==> src/rtl/cto_pkg.sv <==
package cto_pkg;
  // Strobes from control to datapath, one cycle each
  typedef struct packed {
    logic clear;  // software reset: zero the count
    logic load;   // accepted start: take the preload
    logic inc;    // counted millisecond tick
  } cto_strobe_t;
endpackage

==> src/rtl/cto_datapath.sv <==
module cto_datapath
  import cto_pkg::*;
#(
  parameter int PRELOAD_W = 10,
  parameter int COUNT_W   = 12,
  parameter int LIMIT_MS  = 1000
) (
  input  logic                 clk,
  input  logic                 rstN,
  input  cto_strobe_t          strb,
  input  logic [PRELOAD_W-1:0] preloadMs,
  output logic [COUNT_W-1:0]   countMs,
  output logic                 reachNext
);
  localparam logic [COUNT_W-1:0] CountMax = {COUNT_W{1'b1}};
  localparam logic [COUNT_W-1:0] LimitVal = COUNT_W'(LIMIT_MS);
  localparam int                 PadW     = COUNT_W - PRELOAD_W;

  logic [COUNT_W-1:0] cntQ;
  logic [COUNT_W-1:0] incVal;
  logic [COUNT_W-1:0] loadVal;

  always_comb begin
    loadVal = {{PadW{1'b0}}, preloadMs};
    if (cntQ == CountMax) incVal = cntQ;
    else                  incVal = cntQ + 1'b1;
    reachNext = (incVal >= LimitVal);
  end

  always_ff @(posedge clk or negedge rstN) begin
    if (!rstN)           cntQ <= '0;
    else if (strb.clear) cntQ <= '0;
    else if (strb.load)  cntQ <= loadVal;
    else if (strb.inc)   cntQ <= incVal;
  end

  assign countMs = cntQ;

  AST_SAT_HOLD: assert property (@(posedge clk) disable iff (!rstN)
    (cntQ == CountMax && !strb.clear && !strb.load) |=> (cntQ == CountMax));
  AST_NO_WRAP: assert property (@(posedge clk) disable iff (!rstN)
    (!strb.clear && !strb.load) |=> (cntQ >= $past(cntQ)));
  AST_IDLE_HOLD: assert property (@(posedge clk) disable iff (!rstN)
    (!strb.clear && !strb.load && !strb.inc) |=> $stable(cntQ));
  AST_CLEAR_ZERO: assert property (@(posedge clk) disable iff (!rstN)
    strb.clear |=> (cntQ == '0));
endmodule

==> src/rtl/cto_ctrl.sv <==
module cto_ctrl
  import cto_pkg::*;
(
  input  logic        clk,
  input  logic        rstN,
  input  logic        startReq,
  input  logic        seqActive,
  input  logic        swReset,
  input  logic        msTick,
  input  logic        reachNext,
  output cto_strobe_t strb,
  output logic        tmoFlag,
  output logic        errPulse,
  output logic        irqReq
);
  logic runQ;
  logic tmoQ;
  logic irqQ;
  logic errQ;
  logic raise;

  always_comb begin
    strb.clear = swReset;
    strb.load  = !swReset && startReq && !runQ;
    strb.inc   = !swReset && runQ && seqActive && msTick;
    raise      = strb.inc && reachNext && !tmoQ;
  end

  always_ff @(posedge clk or negedge rstN) begin
    if (!rstN) begin
      runQ <= 1'b0;
      tmoQ <= 1'b0;
      irqQ <= 1'b0;
      errQ <= 1'b0;
    end else if (swReset) begin
      runQ <= 1'b0;
      tmoQ <= 1'b0;
      irqQ <= 1'b0;
      errQ <= 1'b0;
    end else begin
      if (strb.load) runQ <= 1'b1;
      errQ <= raise;
      if (raise) begin
        tmoQ <= 1'b1;
        irqQ <= 1'b1;
      end
    end
  end

  assign tmoFlag  = tmoQ;
  assign irqReq   = irqQ;
  assign errPulse = errQ;

  AST_ERR_SINGLE: assert property (@(posedge clk) disable iff (!rstN)
    errQ |=> !errQ);
  AST_ERR_ON_RISE: assert property (@(posedge clk) disable iff (!rstN)
    $rose(tmoQ) |-> errQ);
  AST_TMO_STICKY: assert property (@(posedge clk) disable iff (!rstN)
    (tmoQ && !swReset) |=> (tmoQ && irqQ));
  AST_START_IGNORED: assert property (@(posedge clk) disable iff (!rstN)
    (runQ && !swReset) |-> !strb.load);
endmodule

==> src/rtl/conn_tmo_timer.sv <==
module conn_tmo_timer
  import cto_pkg::*;
#(
  parameter int PRELOAD_W = 10,
  parameter int COUNT_W   = 12,
  parameter int LIMIT_MS  = 1000
) (
  input  logic                 clk,
  input  logic                 rstN,
  input  logic                 startReq,
  input  logic                 seqActive,
  input  logic                 swReset,
  input  logic                 msTick,
  input  logic [PRELOAD_W-1:0] preloadMs,
  output logic [COUNT_W-1:0]   countMs,
  output logic                 tmoFlag,
  output logic                 errPulse,
  output logic                 irqReq
);
  cto_strobe_t strb;
  logic        reachNext;

  cto_ctrl u_ctrl (
    .clk       (clk),
    .rstN      (rstN),
    .startReq  (startReq),
    .seqActive (seqActive),
    .swReset   (swReset),
    .msTick    (msTick),
    .reachNext (reachNext),
    .strb      (strb),
    .tmoFlag   (tmoFlag),
    .errPulse  (errPulse),
    .irqReq    (irqReq)
  );

  cto_datapath #(
    .PRELOAD_W (PRELOAD_W),
    .COUNT_W   (COUNT_W),
    .LIMIT_MS  (LIMIT_MS)
  ) u_dp (
    .clk       (clk),
    .rstN      (rstN),
    .strb      (strb),
    .preloadMs (preloadMs),
    .countMs   (countMs),
    .reachNext (reachNext)
  );
endmodule

==> config.mk <==
export PLATFORM = sky130hd
export DESIGN_NAME = conn_tmo_timer
export DESIGN_NICKNAME = d
export VERILOG_FILES = /design/src/rtl/cto_pkg.sv /design/src/rtl/cto_datapath.sv /design/src/rtl/cto_ctrl.sv /design/src/rtl/conn_tmo_timer.sv
export SDC_FILE = /design/constraint.sdc
export NUM_CORES = 1
export LEC_CHECK = 0
export CORE_UTILIZATION = 50
export DETAILED_ROUTE_END_ITERATION = 10
export HOLD_SLACK_MARGIN = 0.08
export PLACE_DENSITY_LB_ADDON = 0.12
export RECOVER_POWER = 100
export SKIP_LAST_GASP = 1
export SYNTH_ARGS = -nofsm -noshare
export SYNTH_HDL_FRONTEND = slang
export SYNTH_SLANG_ARGS = --single-unit
==> constraint.sdc <==
create_clock -name clk -period 4.9 [get_ports clk]
set_clock_uncertainty 0.05 [all_clocks]
set_input_delay 0.49 -clock clk [delete_from_list [all_inputs] [get_ports clk]]
set_output_delay 0.49 -clock clk [all_outputs]
set_load 0.02 [all_outputs]
Word level (Yosys, flattened, before mapping)
Cells that the tools add are included.

Register bits: 15. Output and inout port bits: 15. Logic and storage cells: 29.

Add/sub/neg operators: 1. Magnitude comparators: 1. Equality and inequality tests: 1. Muxes and demuxes: 9. Reductions and logical operators: 13.

Operators with widths (number): $mux 12 (4); $add 12x1->12 const B (1); $eq 12x12->1 const B (1); $ge 12x10->1 const B (1); $logic_and 1x1->1 (7); $mux 1 (5); $reduce_bool 2->1 (2); $logic_not 1->1 (3); $reduce_bool 3->1 (1).

Longest topological paths before layout
Gate-level depths: netlist (run 1).

Depth after elaboration: 8. Mapped depth: 7. Gate-level depth less buffers: 6.

Cells and area by module
From an unflattened synthesis (run 1), not the netlist that was laid out.

Cell total of the unflattened synthesis: 132. Area, all modules: 1106.1 um2.

Modules (own cells, without submodules): cto_datapath (times used 1, cells each 119, area an instance 959.7 um2); cto_ctrl (times used 1, cells each 13, area an instance 146.4 um2).

Least setup slack after synthesis (run 1)
Ideal clock, no wire load.

Kind: reg2reg. Start: register u_dp.cntQ[0], in the netlist u_dp.countMs[0]. End: register u_ctrl.tmoQ, in the netlist u_ctrl.tmoFlag. Data arrival time: 1.897 ns. Required time: 4.714 ns. Setup slack: 2.817 ns. Cell stages (with the launch flop): 8. Path buffers: 1. Cells stage by stage: dfrtp_1 ha_1 and4_1 buf_6 and3_4 a311o_1 a311oi_2 o22ai_1.

Cells in the longest elaborated chain, start to end: 6.

Ends and longest elaborated chain: from (decl) (line cto_datapath.sv:19) `logic [COUNT_W-1:0] cntQ;`; from (signal assigned) (line cto_datapath.sv:33) `else if (strb.load) cntQ <= loadVal;`; from (signal assigned) (line cto_datapath.sv:34) `else if (strb.inc) cntQ <= incVal;`; $add 12x1->12 / $eq 12x12->1 (equally long branches) (line cto_datapath.sv:26, cto_datapath.sv:25); $mux 12 (*) (line cto_datapath.sv:25) `if (cntQ == CountMax) incVal = cntQ;`; $ge 12x10->1 (*) (line cto_datapath.sv:27) `reachNext = (incVal >= LimitVal);`; $logic_and 1x1->1 (*) (2 in series) (line cto_ctrl.sv:26) `raise = strb.inc && reachNext && !tmoQ;`; $reduce_bool 2->1 (no source line) (*); to (signal assigned) (line cto_ctrl.sv:32) `tmoQ <= 1'b0;`; to (signal assigned) (line cto_ctrl.sv:37) `tmoQ <= 1'b0;`; to (signal assigned) (line cto_ctrl.sv:44) `tmoQ <= 1'b1;`; to (decl) (line cto_ctrl.sv:17) `logic tmoQ;`.

Every way passes the cells marked *; elsewhere a longest branch is shown, timed or not. A chain may end at the register's enable or synchronous reset.

Final worst setup path (run 1)
Start: input port swReset. End: register u_dp.cntQ[1], in the netlist u_dp.countMs[1].

Cells in the longest elaborated chain, start to end: 5.

Ends and longest elaborated chain: from (decl) (line conn_tmo_timer.sv:12) `input logic swReset,`; $logic_not 1->1 (line cto_ctrl.sv:24, cto_ctrl.sv:25); $logic_and 1x1->1 (on tied branches) (2 in series) (line cto_ctrl.sv:24, cto_ctrl.sv:25); $mux 12 / $logic_and 1x1->1 (equally long branches) (line cto_datapath.sv:33, cto_ctrl.sv:25); $mux 12 / $reduce_bool 3->1 (equally long branches).

Parallel ways exist; a longest one is shown, timed or not.

==> impl_metrics.sql, run 1 <==
INSERT INTO impl_metrics (metric_group, metric, value, unit) VALUES
('die', 'chipWidth', '49.09', 'microns'),
('routing', 'antenna_left', '0', ''),
('clocking', 'cts.hold.buffers_added', '0', ''),
('die', 'die_h', '49.09', 'microns'),
('global_route', 'wire_length_of_the_first_global_routing_pass', '4850', 'microns'),
('global_route', 'antenna_found_initial', '0', ''),
('routing', 'drcViolationCount', '0', ''),
('yosys', 'synth_nets', '143', ''),
('place', 'postPlaceCellArea', '1376', 'sq um'),
('power_and_ir_drop', 'pwr_density_cell', '218.5', 'nW/um^2'),
('yosys', 'synth-simple-area-share', '0.2460', ''),
('outcome', 'status', 'finished, violations left', ''),
('clocking', 'ctsResizeCount', '0', ''),
('routing', 'routed_vias', '1138', ''),
('yosys', 'multiplexer_share_of_the_synthesized_area', '0.02822', ''),
('power_and_ir_drop', 'design_power_total', '0.3039', 'mW'),
('yosys', 'synth_seq_cells', '15', ''),
('layout', 'final_cell_mix', 'dlygate4sd3_1 (17), dfrtp_1 (15), clkdlybuf4s50_1 (13), nor2_1 (11), nand2_1 (9)', ''),
('timing', 'post-route-min-period', '3305', 'ps'),
('timing', 'fin_setup_tns', '0', 'ps'),
('routing', 'routed_via_density', '6.322', ''),
('yosys', 'yosys_warnings', '0', ''),
('place', 'placed_cells', '176', ''),
('global_route', 'grt_overflow', '0', ''),
('yosys', 'seq_area_frac_synth', '0.3386', ''),
('worst_setup_path', 'crit_slowest_cell', 'a311oi_1', ''),
('worst_setup_path', 'crit_path_max_incr_delay', '1660', 'ps'),
('die', 'top_level_ports', '31', ''),
('die', 'std_cell_rows', '16', ''),
('yosys', 'syn_area_per_cell', '8.798', 'sq um'),
('yosys', 'synth_async_sr_flop_share', '1.000', ''),
('worst_setup_path', 'crit_chain', 'dlygate4sd3_1 > a311oi_1 > nor4_1 > o21ai_0 > o41ai_1', ''),
('timing', 'relSlewSlack', '-0.4492', ''),
('timing', 'timing.final.hold_violations', '0', ''),
('worst_setup_path', 'timing.rr.start', 'u_ctrl.runQ$_DFFE_PN0P_', ''),
('clocking', 'tritoncts', 'yes', ''),
('worst_setup_path', 'timing.critical_path.required', '4970', 'ps'),
('routing', 'first_iter_violations', '46', ''),
('routing', 'drt-wirelength-per-cell', '15.51', 'microns'),
('worst_setup_path', 'setup.worst_path.start', 'swReset', ''),
('outcome', 'failed_checks', 'max-capacitance violations, max-slew violations', ''),
('clocking', 'clock_tree.root_cell', 'clkbuf_4', ''),
('die', 'placeableCoreArea', '2022', 'sq um'),
('place', 'gp_congestion', '0.9355', ''),
('worst_setup_path', 'critical-path-top-delay-family', 'compound AO/OA/AOI/OAI gates', ''),
('flow_run', 'max-cap-violations', '1', ''),
('yosys', 'synthAdderAreaFrac', '0.01129', ''),
('layout', 'flow.area_growth_from_synthesis', '25.51', '%'),
('global_route', 'vias_in_the_first_global_route', '1046', ''),
('timing', 'slew_violations', '20', ''),
('clocking', 'post-cts-setup-buffers', '0', ''),
('die', 'floorplan.initialDensity', '0.5483', ''),
('layout', 'numnets_final', '171', ''),
('yosys', 'synth_enable_flop_cells', '0', ''),
('timing', 'layout_worst_path_cycle_share', '0.6746', ''),
('worst_setup_path', 'startpoint_type', 'input port', ''),
('yosys', 'mappedNetlistArea', '1109', 'sq um'),
('routing', 'wl', '2791', 'microns'),
('worst_setup_path', 'cp_num_buf_inv', '1', ''),
('worst_setup_path', 'setup.worst_path.class', 'input port to flip-flop', ''),
('place', 'place_worst_setup_slack', '2019', 'ps'),
('timing', 'setup_slack', '1595', 'ps'),
('layout', 'design_area', '1391', 'sq um'),
('timing', 'finalSetupViolCount', '0', ''),
('layout', 'antenna_cells', '0', ''),
('hold_path', 'min-delay-path-class', 'flip-flop to flip-flop', ''),
('layout', 'instances_no_fill', '180', ''),
('worst_setup_path', 'cp_max_fo', '19', ''),
('clocking', 'tritoncts_buffer_count', '3', ''),
('yosys', 'synth_xor_area_frac', '0.007901', ''),
('layout', 'mostFrequentLayoutCell', 'dlygate4sd3_1', '');
[final cells by class]
cell class | count | area (sq um)
fill | 180 | 630.6
sequential | 15 | 375.4
inverter | 5 | 18.77
multi-input combinational | 99 | 635.6
clock inverter | 1 | 5.005
tap | 27 | 33.78
clock buffer | 3 | 22.52
timing repair buffer | 30 | 300.3
[cells in the mapped netlist, types with 2 or more instances]
library cell  count  share of area
dfrtp_1          15           0.34
nor2_1           11          0.037
nand2_1           9          0.030
a21oi_1           8          0.036
o21ai_0           8          0.036
nand3_1           7          0.032
inv_1             5          0.017
nor3_1            5          0.023
a31oi_1           4          0.023
a211oi_1          3          0.020
nand4_1           3          0.017
o22a_1            3          0.024
a311oi_1          2          0.016
a311oi_2          2          0.027
buf_6             2          0.020
clkbuf_8          2          0.025
mux2i_1           2          0.018
o31ai_1           2          0.014
[routing by layer]
metal	vias to the layer above	track usage	wire, microns
met5	-	0	0
met4	0	0.1225	61
met3	7	0.04050	206
met2	63	0.4338	1355
met1	528	0.3346	1168
li1	540	-	-
[power breakdown]
part	switching [mW]	internal (mW)	total, mW
Sequential	0.0177	0.133	0.151
Combinational	0.0401	0.0374	0.0776
Clock	0.0453	0.0304	0.0757
[sequential cells by signal, indices dropped and copies added, names as in the netlist]
| register | flops |
|---|---|
| u_dp.countMs | 12 |
| u_ctrl.tmoFlag | 1 |
| u_ctrl.runQ | 1 |
| u_ctrl.errPulse | 1 |
[path summary, 6_finish.rpt]
check / end / slack (ps) / cells after the start
min in group asynchronous: u_dp.countMs[4]$_DFFE_PN0P_ / 620 / 1
worst max register to register: u_dp.countMs[1]$_DFFE_PN0P_ / 2110 / 5
worst min-delay path: u_ctrl.errPulse$_DFF_PN0_ / 450 / 1
max in group asynchronous: u_ctrl.errPulse$_DFF_PN0_ / 3700 / 1
worst max-delay path: u_dp.countMs[1]$_DFFE_PN0P_ / 1590 / 5
worst min register to register: u_ctrl.errPulse$_DFF_PN0_ / 450 / 1
[cells by family after synthesis]
group / after synthesis
flops: 15
mux: 3
fa+ha+maj: 1
xor+xnor: 1
simple gates: 49
buf+inv: 12
compound gates: 45
(Power assumes the default switching activity.)
==> inputs of run 2 (changes only) <==
- CORE_UTILIZATION: 50 -> 47
- clock period: 4.9 -> 3.4 ns (I/O delays scaled with it)
==> run 2 against run 1 <==
Net effect: the flow now finishes without violations; cell count grew 1.1%; critical path depth is the same; first-iteration DRC count shrank 4.3%; non-clock buffer count grew 1; routed wire length grew 1.8%; clock power grew 47%; count of clock-buffer cells in the layout grew 1; final area is essentially flat; flip-flop and latch count is the same; combinational power grew 46%; utilization shrank 6.0 points; die area grew 6.1%; largest cell class unchanged.
==> impl_metrics.sql, run 2 (same netlist as run 1, synthesis figures left out) <==
INSERT INTO impl_metrics (metric_group, metric, value, unit) VALUES
('timing', 'layout_worst_path_cycle_share', '0.7863', ''),
('clocking', 'path_clk_slew', '100', 'ps'),
('clocking', 'h_tree_levels', '1', ''),
('die', 'std_cell_rows', '17', ''),
('worst_setup_path', 'startpoint_type', 'input port', ''),
('clocking', 'clock_tree.buffer_depth', '2', ''),
('timing', 'tightestPinTransition', '974.1', 'ps'),
('worst_setup_path', 'timing.critical_path.required', '3590', 'ps'),
('global_route', 'grtUsageTotal', '0.2446', ''),
('timing', 'rsz0062_at_grt', 'false', ''),
('hold_path', 'min-delay-path-class', 'flip-flop to flip-flop', ''),
('worst_setup_path', 'cp_max_fo', '18', ''),
('power_and_ir_drop', 'design_power_total', '0.4423', 'mW'),
('global_route', 'grt_overflow', '0', ''),
('clocking', 'post-cts-setup-buffers', '0', ''),
('timing', 'fin_setup_tns', '0', 'ps'),
('routing', 'antenna_left', '0', ''),
('hold_path', 'whs_path_depth', '1', ''),
('power_and_ir_drop', 'power.switching_fraction', '0.3408', ''),
('layout', 'final_cell_mix', 'dlygate4sd3_1 (17), dfrtp_1 (15), clkdlybuf4s50_1 (13), nor2_1 (11), nand2_1 (9)', ''),
('place', 'number_of_buffers_inserted_by_port_buffering', '30', ''),
('layout', 'instances_no_fill', '182', ''),
('clocking', 'cts.hold.buffers_added', '0', ''),
('die', 'chipWidth', '50.57', 'microns'),
('worst_setup_path', 'reg2reg_depth', '6', ''),
('power_and_ir_drop', 'sequentialPowerShare', '0.493', ''),
('layout', 'post_route_cells_drive_above_1_share', '0.05844', ''),
('power_and_ir_drop', 'power.net_switching', '0.1507', 'mW'),
('routing', 'routed_via_density', '6.264', ''),
('layout', 'numnets_final', '172', ''),
('worst_setup_path', 'setup.worst_path.class', 'input port to flip-flop', ''),
('flow_run', 'max-cap-violations', '0', ''),
('die', 'placeableCoreArea', '2212', 'sq um'),
('place', 'gp_congestion', '0.8971', ''),
('place', 'postPlaceCellArea', '1385', 'sq um'),
('layout', 'design_area', '1390', 'sq um'),
('timing', 'timing.final.hold_violations', '0', ''),
('clocking', 'clock_tree.root_cell', 'clkbuf_4', ''),
('routing', 'wl', '2842', 'microns'),
('worst_setup_path', 'end_kind', 'flip-flop', ''),
('routing', 'drt-wirelength-per-cell', '15.62', 'microns'),
('global_route', 'vias_in_the_first_global_route', '1090', ''),
('clocking', 'sink_count', '15', ''),
('clocking', 'clk_latency', '300', 'ps'),
('global_route', 'antenna_found_initial', '0', ''),
('die', 'die_h', '50.57', 'microns'),
('die', 'floorplan.initialDensity', '0.5011', ''),
('power_and_ir_drop', 'peakVddDrop', '0.0002241', 'V'),
('routing', 'drcViolationCount', '0', ''),
('die', 'die_area', '2557', 'sq um'),
('place', 'placed_cells', '178', ''),
('timing', 'slew_violations', '0', ''),
('power_and_ir_drop', 'comb_power_share', '0.256', ''),
('timing', 'relSlewSlack', '0.3462', ''),
('layout', 'flow.area_growth_from_synthesis', '25.39', '%'),
('timing', 'clock.fmax', '374.1', 'MHz'),
('routing', 'first_iter_violations', '44', ''),
('global_route', 'grt_max_degree', '19', ''),
('layout', 'utilization_after_layout', '0.6284', ''),
('timing', 'finalSetupViolCount', '0', ''),
('power_and_ir_drop', 'cell_internal_pwr', '0.2916', 'mW'),
('worst_setup_path', 'crit_arrival', '2870', 'ps'),
('power_and_ir_drop', 'clockPowerShare', '0.252', ''),
('layout', 'max_ffs_per_register', '12', ''),
('power_and_ir_drop', 'power_leakage', '0.5590', 'nW'),
('die', 'top_level_ports', '31', ''),
('outcome', 'status', 'finished clean', ''),
('routing', 'first_pass_iters', '7', ''),
('timing', 'post-route-min-period', '2673', 'ps'),
('layout', 'mostFrequentLayoutCell', 'dlygate4sd3_1', ''),
('clocking', 'ctsResizeCount', '0', ''),
('clocking', 'tritoncts_buffer_count', '3', ''),
('routing', 'routed_vias', '1140', ''),
('power_and_ir_drop', 'pwr_density_cell', '318.2', 'nW/um^2'),
('place', 'detailedPlacementHpwl', '2032', 'microns'),
('layout', 'antenna_cells', '0', ''),
('global_route', 'wire_length_of_the_first_global_routing_pass', '4761', 'microns'),
('clocking', 'tritoncts', 'yes', '');
==> run 2: cell count changes in the layout (fill, tap and decap cells not counted) <==
cell,change
clkbuf_1,+2
clkinv_2,-1
nor3b_1,+1
nor3b_2,-1
==> run 2: layout make-up <==
| cell class | instances | area [sq um] |
|---|---|---|
| Tap cell | 28 | 35.03 |
| Clock buffer | 4 | 26.28 |
| Timing Repair Buffer | 31 | 304.0 |
| Sequential cell | 15 | 375.4 |
| Fill cell | 200 | 822.0 |
| Multi-Input combinational cell | 99 | 630.6 |
| Inverter | 5 | 18.77 |
==> run 2: final timing paths <==
check | slack [ps] | from | end
max | 730 | swReset | u_dp.countMs[2]$_DFFE_PN0P_
min | 440 | u_ctrl.tmoFlag$_DFFE_PN0P_ | u_ctrl.errPulse$_DFF_PN0_
max reg2reg | 1110 | u_dp.countMs[0]$_DFFE_PN0P_ | u_ctrl.tmoFlag$_DFFE_PN0P_
min reg2reg | 440 | u_ctrl.tmoFlag$_DFFE_PN0P_ | u_ctrl.errPulse$_DFF_PN0_
max in group asynchronous | 2350 | rstN | u_dp.countMs[9]$_DFFE_PN0P_
min in group asynchronous | 490 | rstN | u_dp.countMs[8]$_DFFE_PN0P_
==> run 2: metal layers <==
layer | GRT usage | part of all wire
met2 | 0.3956 | 0.46
met5 | 0 | 0
met1 | 0.3026 | 0.44
met3 | 0.03636 | 0.057
met4 | 0.1528 | 0.045
==> run 2: power by group through the flow <==
| stage | Sequential (mW) | Clock (mW) | Combinational, mW |
|---|---|---|---|
| after global routing | 0.221 | 0.117 | 0.121 |
| after detailed placement | 0.221 | 0 | 0.120 |
| after global placement | 0.219 | 0 | 0.117 |
| after floorplan | 0.230 | 0 | 0.0508 |
| after CTS | 0.218 | 0.113 | 0.120 |
| final | 0.218 | 0.111 | 0.113 |
==> run 2: worst max-delay path: stages <==
cell	delay (ps)
dlygate4sd3_1	760
nor3b_1	830
a31oi_1	320
a311oi_1	420
o22a_2	180
==> run 2: stage by stage <==
step                      worst slack, ps  hold WS [ps]
final                               726.6         441.6
after global placement              931.9         431.6
after CTS                            1085         431.8
after detailed placement            788.8         445.2
after floorplan                      1317        -5.591
after global routing                615.2         492.3
==> inputs of run 3 (changes only) <==
- clock period: 3.4 -> 2.5 ns (I/O delays scaled with it)
==> run 3 against run 2 <==
Net effect: global-route usage fell by 0.24 points; cell count grew 1.1%; final area is 2.2% higher; routed wire length is 4.9% lower; setup slack got worse by 470 ps; non-clock buffer count up 2; flip-flop and latch count is the same; sequential share of layout area decreased by 0.57 points; first-iteration DRC count fell by 41%; critical path depth up 1; combinational power is 37% higher; register-to-register slack got worse by 850 ps; critical path type is now flip-flop to flip-flop; critical endpoint is now u_ctrl.tmoFlag$_DFFE_PN0P_; largest cell class unchanged.
==> impl_metrics.sql, run 3 (same netlist as run 1, synthesis figures left out) <==
INSERT INTO impl_metrics (metric_group, metric, value, unit) VALUES
('outcome', 'status', 'finished clean', ''),
('worst_setup_path', 'crit_path_max_incr_delay', '430', 'ps'),
('routing', 'wl', '2702', 'microns'),
('power_and_ir_drop', 'pwr_density_cell', '418.2', 'nW/um^2'),
('layout', 'final_cell_mix', 'dlygate4sd3_1 (17), dfrtp_1 (15), clkdlybuf4s50_1 (13), nor2_1 (11), nand2_1 (9)', ''),
('timing', 'clock.fmax', '446.6', 'MHz'),
('clocking', 'sink_count', '15', ''),
('worst_setup_path', 'crit_chain', 'ha_1 > nand4_1 > nor3_1 > mux2_2 > a311oi_1 > o22ai_1', ''),
('worst_setup_path', 'end_kind', 'flip-flop', ''),
('routing', 'drcViolationCount', '0', ''),
('clocking', 'tritoncts_buffer_count', '3', ''),
('routing', 'first_pass_iters', '4', ''),
('timing', 'slew_violations', '0', ''),
('clocking', 'post-cts-setup-buffers', '0', ''),
('place', 'detailedPlacementHpwl', '1978', 'microns'),
('clocking', 'clock_tree.buffer_depth', '2', ''),
('clocking', 'clk_latency', '290', 'ps'),
('layout', 'flow.area_growth_from_synthesis', '28.10', '%'),
('power_and_ir_drop', 'design_power_total', '0.5940', 'mW'),
('clocking', 'tritoncts', 'yes', ''),
('worst_setup_path', 'startpoint_type', 'flip-flop', ''),
('global_route', 'grt_overflow', '0', ''),
('routing', 'first_iter_violations', '26', ''),
('hold_path', 'min-delay-path-class', 'input port to async pin', ''),
('global_route', 'grt_max_degree', '16', ''),
('global_route', 'wire_length_of_the_first_global_routing_pass', '4636', 'microns'),
('timing', 'relSlewSlack', '0.5307', ''),
('layout', 'mostFrequentLayoutCell', 'dlygate4sd3_1', ''),
('routing', 'antenna_left', '0', ''),
('power_and_ir_drop', 'power_leakage', '0.5760', 'nW'),
('place', 'place_worst_setup_slack', '351.2', 'ps'),
('clocking', 'cts.hold.buffers_added', '0', ''),
('clocking', 'clock_tree.root_cell', 'clkbuf_4', ''),
('worst_setup_path', 'cp_num_buf_inv', '0', ''),
('place', 'placed_cells', '180', ''),
('place', 'number_of_buffers_inserted_by_port_buffering', '30', ''),
('power_and_ir_drop', 'peakVddDrop', '0.0002915', 'V'),
('die', 'chipWidth', '50.57', 'microns'),
('clocking', 'ctsResizeCount', '0', ''),
('worst_setup_path', 'cp_max_fo', '6', ''),
('routing', 'drt-wirelength-per-cell', '14.68', 'microns'),
('worst_setup_path', 'setup.worst_path.class', 'flip-flop to flip-flop', ''),
('worst_setup_path', 'timing.critical_path.required', '2610', 'ps'),
('layout', 'max_ffs_per_register', '12', ''),
('flow_run', 'max-cap-violations', '0', ''),
('routing', 'routed_via_density', '6.304', ''),
('timing', 'layout_worst_path_cycle_share', '0.8956', ''),
('die', 'top_level_ports', '31', ''),
('die', 'die_area', '2557', 'sq um'),
('layout', 'antenna_cells', '0', ''),
('layout', 'filler_cell_count', '213', ''),
('place', 'gp_congestion', '0.8150', ''),
('die', 'die_h', '50.57', 'microns'),
('timing', 'rsz0062_at_grt', 'false', ''),
('global_route', 'vias_in_the_first_global_route', '1038', ''),
('timing', 'setup_slack', '261.1', 'ps'),
('timing', 'finalSetupViolCount', '0', ''),
('timing', 'post-route-min-period', '2239', 'ps'),
('clocking', 'h_tree_levels', '1', ''),
('global_route', 'grtUsageTotal', '0.2422', ''),
('clocking', 'path_clk_slew', '90', 'ps'),
('die', 'floorplan.initialDensity', '0.5011', ''),
('worst_setup_path', 'crit_slowest_cell', 'dfrtp_1', ''),
('timing', 'fin_setup_tns', '0', 'ps'),
('worst_setup_path', 'critical-path-top-delay-family', 'simple AND/OR/NAND/NOR gates', ''),
('global_route', 'antenna_found_initial', '0', ''),
('timing', 'tightestPinTransition', '701.6', 'ps'),
('layout', 'instances_no_fill', '184', ''),
('timing', 'timing.final.hold_violations', '0', ''),
('routing', 'routed_vias', '1160', ''),
('die', 'placeableCoreArea', '2212', 'sq um'),
('layout', 'numnets_final', '174', ''),
('worst_setup_path', 'crit_arrival', '2350', 'ps'),
('layout', 'post_route_cells_drive_above_1_share', '0.08974', ''),
('die', 'std_cell_rows', '17', '');
[run 3: cell count changes in the layout (fill, tap and decap cells not counted), sizes merged]
cell / previous run / this run
clkbuf: 5 / 4
buf: 0 / 3
[run 3: area by class of cell]
class,instances,area (sq um),area share
Inverter,5,18.77,0.01322
Tap cell,28,35.03,0.02467
Sequential cell,15,375.4,0.2643
Clock buffer,4,26.28,0.01850
Timing Repair Buffer,33,322.8,0.2273
Multi-Input combinational cell,99,641.9,0.4520
[run 3: path summary, 6_finish.rpt]
| path | startpoint | endpoint | slack, ps | cells past startpoint |
|---|---|---|---|---|
| min in group clk | u_ctrl.tmoFlag$_DFFE_PN0P_ | u_ctrl.errPulse$_DFF_PN0_ | 470 | 1 |
| hold reg to reg | u_ctrl.tmoFlag$_DFFE_PN0P_ | u_ctrl.errPulse$_DFF_PN0_ | 470 | 1 |
| setup / recovery | u_dp.countMs[0]$_DFFE_PN0P_ | u_ctrl.tmoFlag$_DFFE_PN0P_ | 260 | 6 |
| max in group asynchronous | rstN | u_dp.countMs[8]$_DFFE_PN0P_ | 1560 | 1 |
| hold / removal | rstN | u_dp.countMs[3]$_DFFE_PN0P_ | 390 | 1 |
| setup reg to reg | u_dp.countMs[0]$_DFFE_PN0P_ | u_ctrl.tmoFlag$_DFFE_PN0P_ | 260 | 6 |
[run 3: power by group]
part / leakage (nW) / internal [mW] / switching (mW)
clock: 0.0150 / 0.0621 / 0.0823
sequential: 0.201 / 0.261 / 0.0336
combinational: 0.360 / 0.0772 / 0.0780
[run 3: layer usage]
| metal | wire length [microns] | global-route usage |
|---|---|---|
| met5 | 0 | 0 |
| met1 | 1202 | 0.3315 |
| met2 | 1288 | 0.3644 |
| met4 | 44 | 0.1157 |
| met3 | 167 | 0.04545 |
[run 3: through the flow]
step                        util  hold WS (ps)  instance area [sq um]
after floorplan                -        -95.59                   1109
after global placement    0.6329         427.4                   1400
after detailed placement  0.6329         457.7                   1400
after CTS                 0.6448         351.3                   1426
after global routing      0.6420         446.2                   1420
final                     0.6420         386.2                   1420
